===== src/rtl/codec_irq_unit.sv =====
module codec_irq_unit #(
  parameter int NUM_SRC = 7,
  parameter int DW      = 8
) (
  input  logic               clk,
  input  logic               rst_n,
  input  logic [NUM_SRC-1:0] evt_i,
  input  logic               wr_en,
  input  logic [1:0]         wr_sel,
  input  logic [DW-1:0]      wr_data,
  input  logic [1:0]         rd_sel,
  output logic [DW-1:0]      rd_data,
  output logic               irq_o
);
  localparam logic [1:0] SEL_FLAG = 2'd0;
  localparam logic [1:0] SEL_MASK = 2'd1;
  localparam logic [1:0] SEL_CTRL = 2'd2;
  localparam logic [NUM_SRC-1:0] MASK_RST = '1;

  typedef enum logic [1:0] {
    FORM_HIGH     = 2'd0,
    FORM_LOW      = 2'd1,
    FORM_PULSE    = 2'd2,
    FORM_HIGH_ALT = 2'd3
  } form_e;

  logic [NUM_SRC-1:0] flag_q, mask_q, act_q;
  form_e              form_q;
  logic [NUM_SRC-1:0] clr, act;
  logic               wr_flag, wr_mask, wr_ctrl, pending, fresh, irq_d;

  assign wr_flag = wr_en && (wr_sel == SEL_FLAG);
  assign wr_mask = wr_en && (wr_sel == SEL_MASK);
  assign wr_ctrl = wr_en && (wr_sel == SEL_CTRL);
  assign clr     = wr_flag ? wr_data[NUM_SRC-1:0] : '0;
  assign act     = flag_q & ~mask_q;
  assign pending = |act;
  assign fresh   = |(act & ~act_q);

  always_comb begin
    case (form_q)
      FORM_LOW:   irq_d = ~pending;
      FORM_PULSE: irq_d = fresh;
      default:    irq_d = pending;
    endcase
  end

  always_ff @(posedge clk or negedge rst_n) begin
    if (!rst_n) begin
      flag_q <= '0;
      mask_q <= MASK_RST;
      form_q <= FORM_HIGH;
      act_q  <= '0;
      irq_o  <= 1'b0;
    end else begin
      flag_q <= (flag_q & ~clr) | evt_i;
      if (wr_mask) mask_q <= wr_data[NUM_SRC-1:0];
      if (wr_ctrl) form_q <= form_e'(wr_data[DW-1 -: 2]);
      act_q  <= act;
      irq_o  <= irq_d;
    end
  end

  always_comb begin
    case (rd_sel)
      SEL_FLAG: rd_data = DW'(flag_q);
      SEL_MASK: rd_data = DW'(mask_q);
      SEL_CTRL: rd_data = {form_q, {(DW-2){1'b0}}};
      default:  rd_data = '0;
    endcase
  end
endmodule


===== config.mk =====
export PLATFORM = sky130hd
export DESIGN_NAME = codec_irq_unit
export DESIGN_NICKNAME = d
export VERILOG_FILES = /design/src/rtl/codec_irq_unit.sv
export SDC_FILE = /design/constraint.sdc
export NUM_CORES = 1
export LEC_CHECK = 0
export BUFFER_PORTS_ARGS = -buffer_cell sky130_fd_sc_hd__buf_4
export CORE_ASPECT_RATIO = 0.7
export CORE_MARGIN = 10
export CORE_UTILIZATION = 35
export CTS_CLUSTER_SIZE = 40
export DETAILED_ROUTE_END_ITERATION = 10
export HOLD_SLACK_MARGIN = 0.08
export PLACE_DENSITY = 0.54
export SETUP_SLACK_MARGIN = 0.4
export SLEW_MARGIN = 20
export SYNTH_ARGS = -nofsm -noshare
export SYNTH_HDL_FRONTEND = slang
export SYNTH_SLANG_ARGS = --single-unit

===== constraint.sdc =====
create_clock -name clk -period 1.9 [get_ports clk]
set_input_delay 0.095 -clock clk [delete_from_list [all_inputs] [get_ports clk]]
set_output_delay 0.095 -clock clk [all_outputs]
set_load 0.05 [all_outputs]

==> results of run 1 <==
## cells in the mapped netlist (all sizes together)
| library cell | number |
|---|---|
| dfrtp | 17 |
| mux2 | 9 |
| nor2b | 9 |
| a21o | 7 |
| dfstp | 7 |
| mux2i | 7 |
| nand2 | 7 |
| nor2 | 6 |
| nor3b | 5 |
| inv | 3 |
| nand3b | 3 |
| ha | 2 |
| a2111o | 1 |
| a21oi | 1 |
| a31oi | 1 |
| and2b | 1 |
| and3 | 1 |
| buf | 1 |
| clkbuf | 1 |
| nor3 | 1 |
| nor4 | 1 |
| o21ai | 1 |
| o41ai | 1 |
## critical path, delay by kind of cell, from the launching register on
kind,cells,cell delay (ps)
AOI/OAI and AO/OA,3,730
DFF,1,570
and+or+nand+nor,1,50
## through the flow
step	setup slack, ps	hold WS (ps)	util	cell area, µm²	std cells
4_1_cts	424	227	0.522	1630	179
3_3_place_gp	496	14.2	0.448	1400	159
2_1_floorplan	502	-201	-	1140	93
6_report	436	220	0.522	1630	179
3_5_place_dp	437	13.7	0.448	1400	159
5_1_grt	360	231	0.522	1630	179
## flip-flops by register name, summed over array words and instances, names as in the netlist
register,count
act_q,7
flag_q,7
form_q,2
irq_o,1
mask_q,7
## routing by layer
metal | GRT usage | wire length, µm | up-vias
li1 | - | - | 419
met3 | 0.0409 | 208 | 4
met4 | 0.0238 | 19 | 0
met1 | 0.123 | 1270 | 402
met5 | 0 | 0 | -
met2 | 0.134 | 1120 | 25
## cell families (layout without fill, tap and decap cells)
kind of cell / count (synthesis) / count (layout) / synth area share
adder cells (fa/ha/maj): 2 / 2 / 0.0221
AO/OA/AOI/OAI: 12 / 12 / 0.0852
flip-flops: 24 / 24 / 0.539
buffers and inverters: 5 / 53 / 0.0177
AND/OR/NAND/NOR: 34 / 34 / 0.185
multiplexers: 16 / 16 / 0.152
## area by class of cell
type | instances | area, µm²
Fill cell | 274 | 1500
Sequential cell | 24 | 609
Multi-Input combinational cell | 64 | 507
Timing Repair Buffer | 46 | 385
Tap cell | 38 | 47.5
Clock buffer | 3 | 41.3
Clock inverter | 1 | 30.0
Inverter | 3 | 11.3
## timing repair
item / in CTS / in global routing
setup buffers: 0 / 0
hold endpoints to repair: 40 / 0
endpoints found under the setup margin: 0 / 1
hold buffers: 16 / 0
## power breakdown
part / leakage (µW) / switching [µW] / total, µW / internal (µW)
Sequential: 0.000253 / 46.3 / 657 / 611
Clock: 0.0000357 / 164 / 446 / 282
Combinational: 0.000428 / 224 / 406 / 182
Total: 0.000717 / 435 / 1510 / 1070
## worst paths after layout
check	slack, ps	start	endpoint	cells past startpoint
max reg2reg	440	mask_q[2]	irq_o	4
max	440	mask_q[2]	irq_o	4
min in group asynchronous	250	rst_n	flag_q[0]	2
min	220	wr_sel[1]	flag_q[1]	4
max in group asynchronous	1360	rst_n	mask_q[5]	2
min reg2reg	510	flag_q[5]	flag_q[5]	1
==> run_results.csv, run 1 <==
group,metric,value,unit
status,status,"complete, no violations",
final_layout,final_layout_size_suffix_gt1_frac,0.390,
grt,grt.overflow.total,0,
drt,detail_route.first_pass.iterations,3,
synth,yosys_warnings,0,
clock_network,cts-root-to-sink-buffers,2,
floorplanning,coreArea,0.00313,mm²
grt,grt_pass1_wl,4280,µm
timing,timing.final.max_slew_violations,0,
worst_setup_path,slowest_stage,"dfstp_2",
drt,drtAntennaViolNets,0,
clock_network,cts_tree,"done",
floorplanning,starting_density,0.362,
final_layout,design.final.nets,166,
drt,drt_drc_violations_left,0,
timing,final-setup-viol-count,0,
floorplanning,die-width,87.9,µm
power,power.density_cell_area,925,mW/mm²
clock_network,clk_root_buffer_cell,"clkbuf_8",
drt,route.vias.total,850,
hold_path,hold_path_class,"input port to register",
timing,setup_tns,0,ps
drt,post_drt_via_cell_ratio,4.75,
grt,maximum_number_of_pins_on_one_net_before_global_route_repair,25,
worst_setup_path,critical_path_arrival,1620,ps
drt,route.final.wire_length,2620,µm
synth,postSynthAreaPerCell,12.2,µm²
clock_network,clock_latency,270,ps
placement,detailedPlacementHpwl,1940,µm
final_layout,antenna_cells,0,
clock_network,cts-buffers-inserted,3,
power,leakage,0.000717,µW
job,maxCapViolations,0,
synth,number_of_cells_produced_by_synthesis,93,
clock_network,htreeDepth,1,
drt,detail_route.wl_per_cell,14.7,µm
timing,finalHoldViolations,0,
timing,worst_slew_pin_slew,605,ps
grt,antenna_found_initial,0,
grt,first_global_vias,882,
floorplanning,floorplan.rows,17,
power,post-layout-total-power,1510,µW
timing,fin_crit_sh,0.770,
floorplanning,chipHeight,67.6,µm
timing,grt_setup_unrepaired,"yes",
grt,track_usage,0.0925,
final_layout,areaGrowthSynthToFinish,44.2,%
worst_setup_path,critical_path.cell_chain,"nor2b_4 > a2111o_1 > o41ai_2 > a21oi_1",
placement,weighted_congestion_at_the_end_of_routability_driven_global_placement,0.707,
synth,synth-seq-area-share,0.539,
synth,post-synth-top-area-fraction,0.376,
placement,io_buffer_count,30,
final_layout,most-common-layout-cells,"buf_4 (30), dfrtp_1 (17), dlygate4sd3_1 (16), mux2_2 (9), nor2b_1 (8)",
worst_setup_path,worstPathRequired,2050,ps
power,vdd_ir_drop_max,524,µV
synth,post_synth_main_area_contributors,"dfrtp_1 (38%), dfstp_2 (16%), mux2_2 (9.0%)",
worst_setup_path,worst_setup_path_end_kind,"register",
worst_setup_path,critical_path.max_fanout,3,
timing,min_period,1460,ps
worst_setup_path,cpPeakStageDelay,570,ps
floorplanning,io-pin-count,31,
drt,drt_iter0_drc,14,
clock_network,tritoncts_num_sinks,24,
synth,synthesis.nets,117,
synth,cell_type_with_the_highest_aggregate_area_in_the_netlist,"dfrtp_1",
worst_setup_path,critical_path.startpoint_type,"register",
worst_setup_path,critical_path_class,"register to register",
floorplanning,fp.dieArea,0.00594,mm²
final_layout,mostFrequentLayoutCell,"buf_4",
timing,maxSlewHeadroom,0.595,
clock_network,post_cts.resized_instances,0,
timing,skew,6.16,ps
timing,max_freq,0.683,GHz
synth,post_synth_num_cell_types,25,
synth,register_bit_count_reported_by_yosys,24,
clock_network,path_clk_slew,90,ps
synth,syn_area,0.00113,mm²
(Power assumes the default switching activity.)
==> inputs of run 2 (changes only) <==
Settings changed: PLACE_DENSITY 0.54 to 0.56.
Clock period 1.9 ns to 1.2 ns, I/O delays scaled along.
==> run 2 against run 1 <==
The run now ends with negative setup slack left; total power rose by 83%; design area rose by 23%; worst setup slack got worse by 650 ps; clock skew fell by 5.5 ps; utilization rose by 12 points; via count rose by 9.3%; critical path depth did not move; non-clock buffer count rose by 17; routed wire length rose by 13%; final cell count rose by 9.5%; clock power rose by 58%; largest power group unchanged.
==> run_results.csv, run 2 (synthesized netlist as in run 1, its figures left out) <==
group,metric,value,unit
power,power_switching,813,µW
power,power.sequential.fraction,0.379,
timing,grt_setup_unrepaired,"yes",
timing,fin_crit_sh,1.18,
grt,antenna_found_initial,0,
status,status,"complete, but fails checks",
power,combinationalPowerShare,0.365,
worst_setup_path,worst_setup_path_end_kind,"register",
final_layout,mostFrequentLayoutCell,"buf_4",
final_layout,final_layout_size_suffix_gt1_frac,0.576,
clock_network,hold_buffers,14,
hold_path,min_path_cells,2,
floorplanning,floorplan.rows,17,
placement,placement.cell_area,0.00156,mm²
grt,grt_pass1_wl,4800,µm
clock_network,clock_latency,270,ps
timing,final-setup-viol-count,8,
timing,finalHoldViolations,0,
worst_setup_path,critical_path_class,"register to register",
timing,worst_slew_pin_slew,340,ps
power,post-layout-total-power,2750,µW
power,vdd_ir_drop_max,904,µV
timing,skew,0.682,ps
drt,drt_drc_violations_left,0,
worst_setup_path,worstReg2RegEnd,"irq_o",
power,power.density_cell_area,1370,mW/mm²
worst_setup_path,worstPathRequired,1350,ps
timing,final_critical_path_setup_slack,-217,ps
floorplanning,chipHeight,67.6,µm
final_layout,largest_registers,"act_q (7), flag_q (7), mask_q (7)",
timing,timing.final.max_slew_violations,0,
floorplanning,die-width,87.9,µm
hold_path,hold_path_class,"input port to register",
worst_setup_path,critical_path_arrival,1560,ps
drt,drtAntennaViolNets,0,
worst_setup_path,ff2ff_path_depth,4,
power,clock_power_share,0.256,
placement,io_buffer_count,30,
drt,route.vias.total,929,
worst_setup_path,critical_path.startpoint_type,"register",
floorplanning,starting_density,0.362,
floorplanning,coreArea,0.00313,mm²
clock_network,clk_root_buffer_cell,"clkbuf_8",
final_layout,most-common-layout-cells,"buf_4 (27), buf_6 (19), dfrtp_1 (17), dlygate4sd3_1 (14)",
grt,maximum_number_of_pins_on_one_net_before_global_route_repair,25,
final_layout,postLayoutCoreUtil,0.641,
drt,drt_iter0_drc,31,
floorplanning,fp.dieArea,0.00594,mm²
timing,maxSlewHeadroom,0.773,
grt,first_global_vias,981,
clock_network,cts-root-to-sink-buffers,2,
floorplanning,io-pin-count,31,
timing,min_period,1420,ps
clock_network,path_clk_slew,80,ps
clock_network,tritoncts_num_sinks,24,
drt,post_drt_via_cell_ratio,4.74,
clock_network,htreeDepth,1,
drt,detail_route.wl_per_cell,15.2,µm
final_layout,design.final.nets,183,
grt,track_usage,0.103,
power,leakage,0.000877,µW
drt,route.final.wire_length,2980,µm
timing,max_freq,0.706,GHz
timing,hold_ws,21.7,ps
job,maxCapViolations,0,
final_layout,antenna_cells,0,
hold_path,hold-path-endpoint,"form_q[1]",
placement,dp_worst_setup_slack,-207,ps
clock_network,cts_tree,"done",
status,violations,"negative setup slack",
clock_network,cts-buffers-inserted,3,
worst_setup_path,rr_startpoint,"mask_q[4]",
placement,detailedPlacementHpwl,2140,µm
worst_setup_path,critical_path.max_fanout,2,
final_layout,fin_area,0.00201,mm²
final_layout,fillers,249,
placement,weighted_congestion_at_the_end_of_routability_driven_global_placement,0.730,
grt,grt.overflow.total,0,
final_layout,areaGrowthSynthToFinish,77.3,%
power,sw_frac_of_total,0.295,
power,p_int,1940,µW
drt,detail_route.first_pass.iterations,4,
worst_setup_path,setup.reg_to_reg.worst_slack,-220,ps
hold_path,min_from,"wr_data[7]",
-- run 2: stage by stage --
| stage | cells | setup TNS, ps |
|---|---|---|
| detailed placement | 173 | -207 |
| CTS | 195 | -1010 |
| finish | 196 | -887 |
| floorplan | 93 | -238 |
| global route | 196 | -1280 |
| global placement | 173 | -158 |
-- run 2: what timing repair did --
item | in CTS | in global routing
endpoints found under the setup margin | 19 | 24
hold endpoints to repair | 40 | 3
gates resized for setup | 38 | 9
setup buffers | 4 | 1
pin swaps | 5 | 5
gates cloned | 0 | 0
-- run 2: area by class of cell --
class,count,area [µm²],area share
Sequential cell,24,609,0.304
Multi-Input combinational cell,64,664,0.331
Inverter,3,11.3,0.00561
Timing Repair Buffer,63,602,0.300
Clock buffer,3,41.3,0.0206
Clock inverter,1,30.0,0.0150
Tap cell,38,47.5,0.0237
-- run 2: layer usage --
metal / vias to the layer above / track usage / part of all wire
met5: - / 0 / 0
li1: 454 / - / -
met3: 2 / 0.0445 / 0.082
met2: 25 / 0.156 / 0.45
met4: 0 / 0.0119 / 0.0030
met1: 448 / 0.138 / 0.47
-- run 2: worst max path at each step --
| stage | endpoint | cells after the start | start | slack (ps) |
|---|---|---|---|---|
| final | irq_o | 4 | mask_q[4] | -220 |
| after CTS | irq_o | 4 | mask_q[4] | -210 |
| after detailed placement | irq_o | 4 | mask_q[2] | -210 |
| after floorplan | irq_o | 4 | mask_q[4] | -150 |
| after global placement | irq_o | 4 | mask_q[2] | -160 |
| after global routing | irq_o | 4 | mask_q[4] | -240 |
-- run 2: worst max-delay path: stages, from the launching register on --
cell	delay, ps
dfstp_2	540
nor3b_1	50
a2111o_1	400
o41ai_2	200
a21oi_1	110
-- run 2: power by group through the flow --
stage	combinational, µW	sequential [µW]	clock (µW)
after floorplan	404	1090	0
after global placement	720	1040	0
after detailed placement	736	1050	0
after CTS	965	1040	714
after global routing	1080	1060	754
final	1000	1040	706
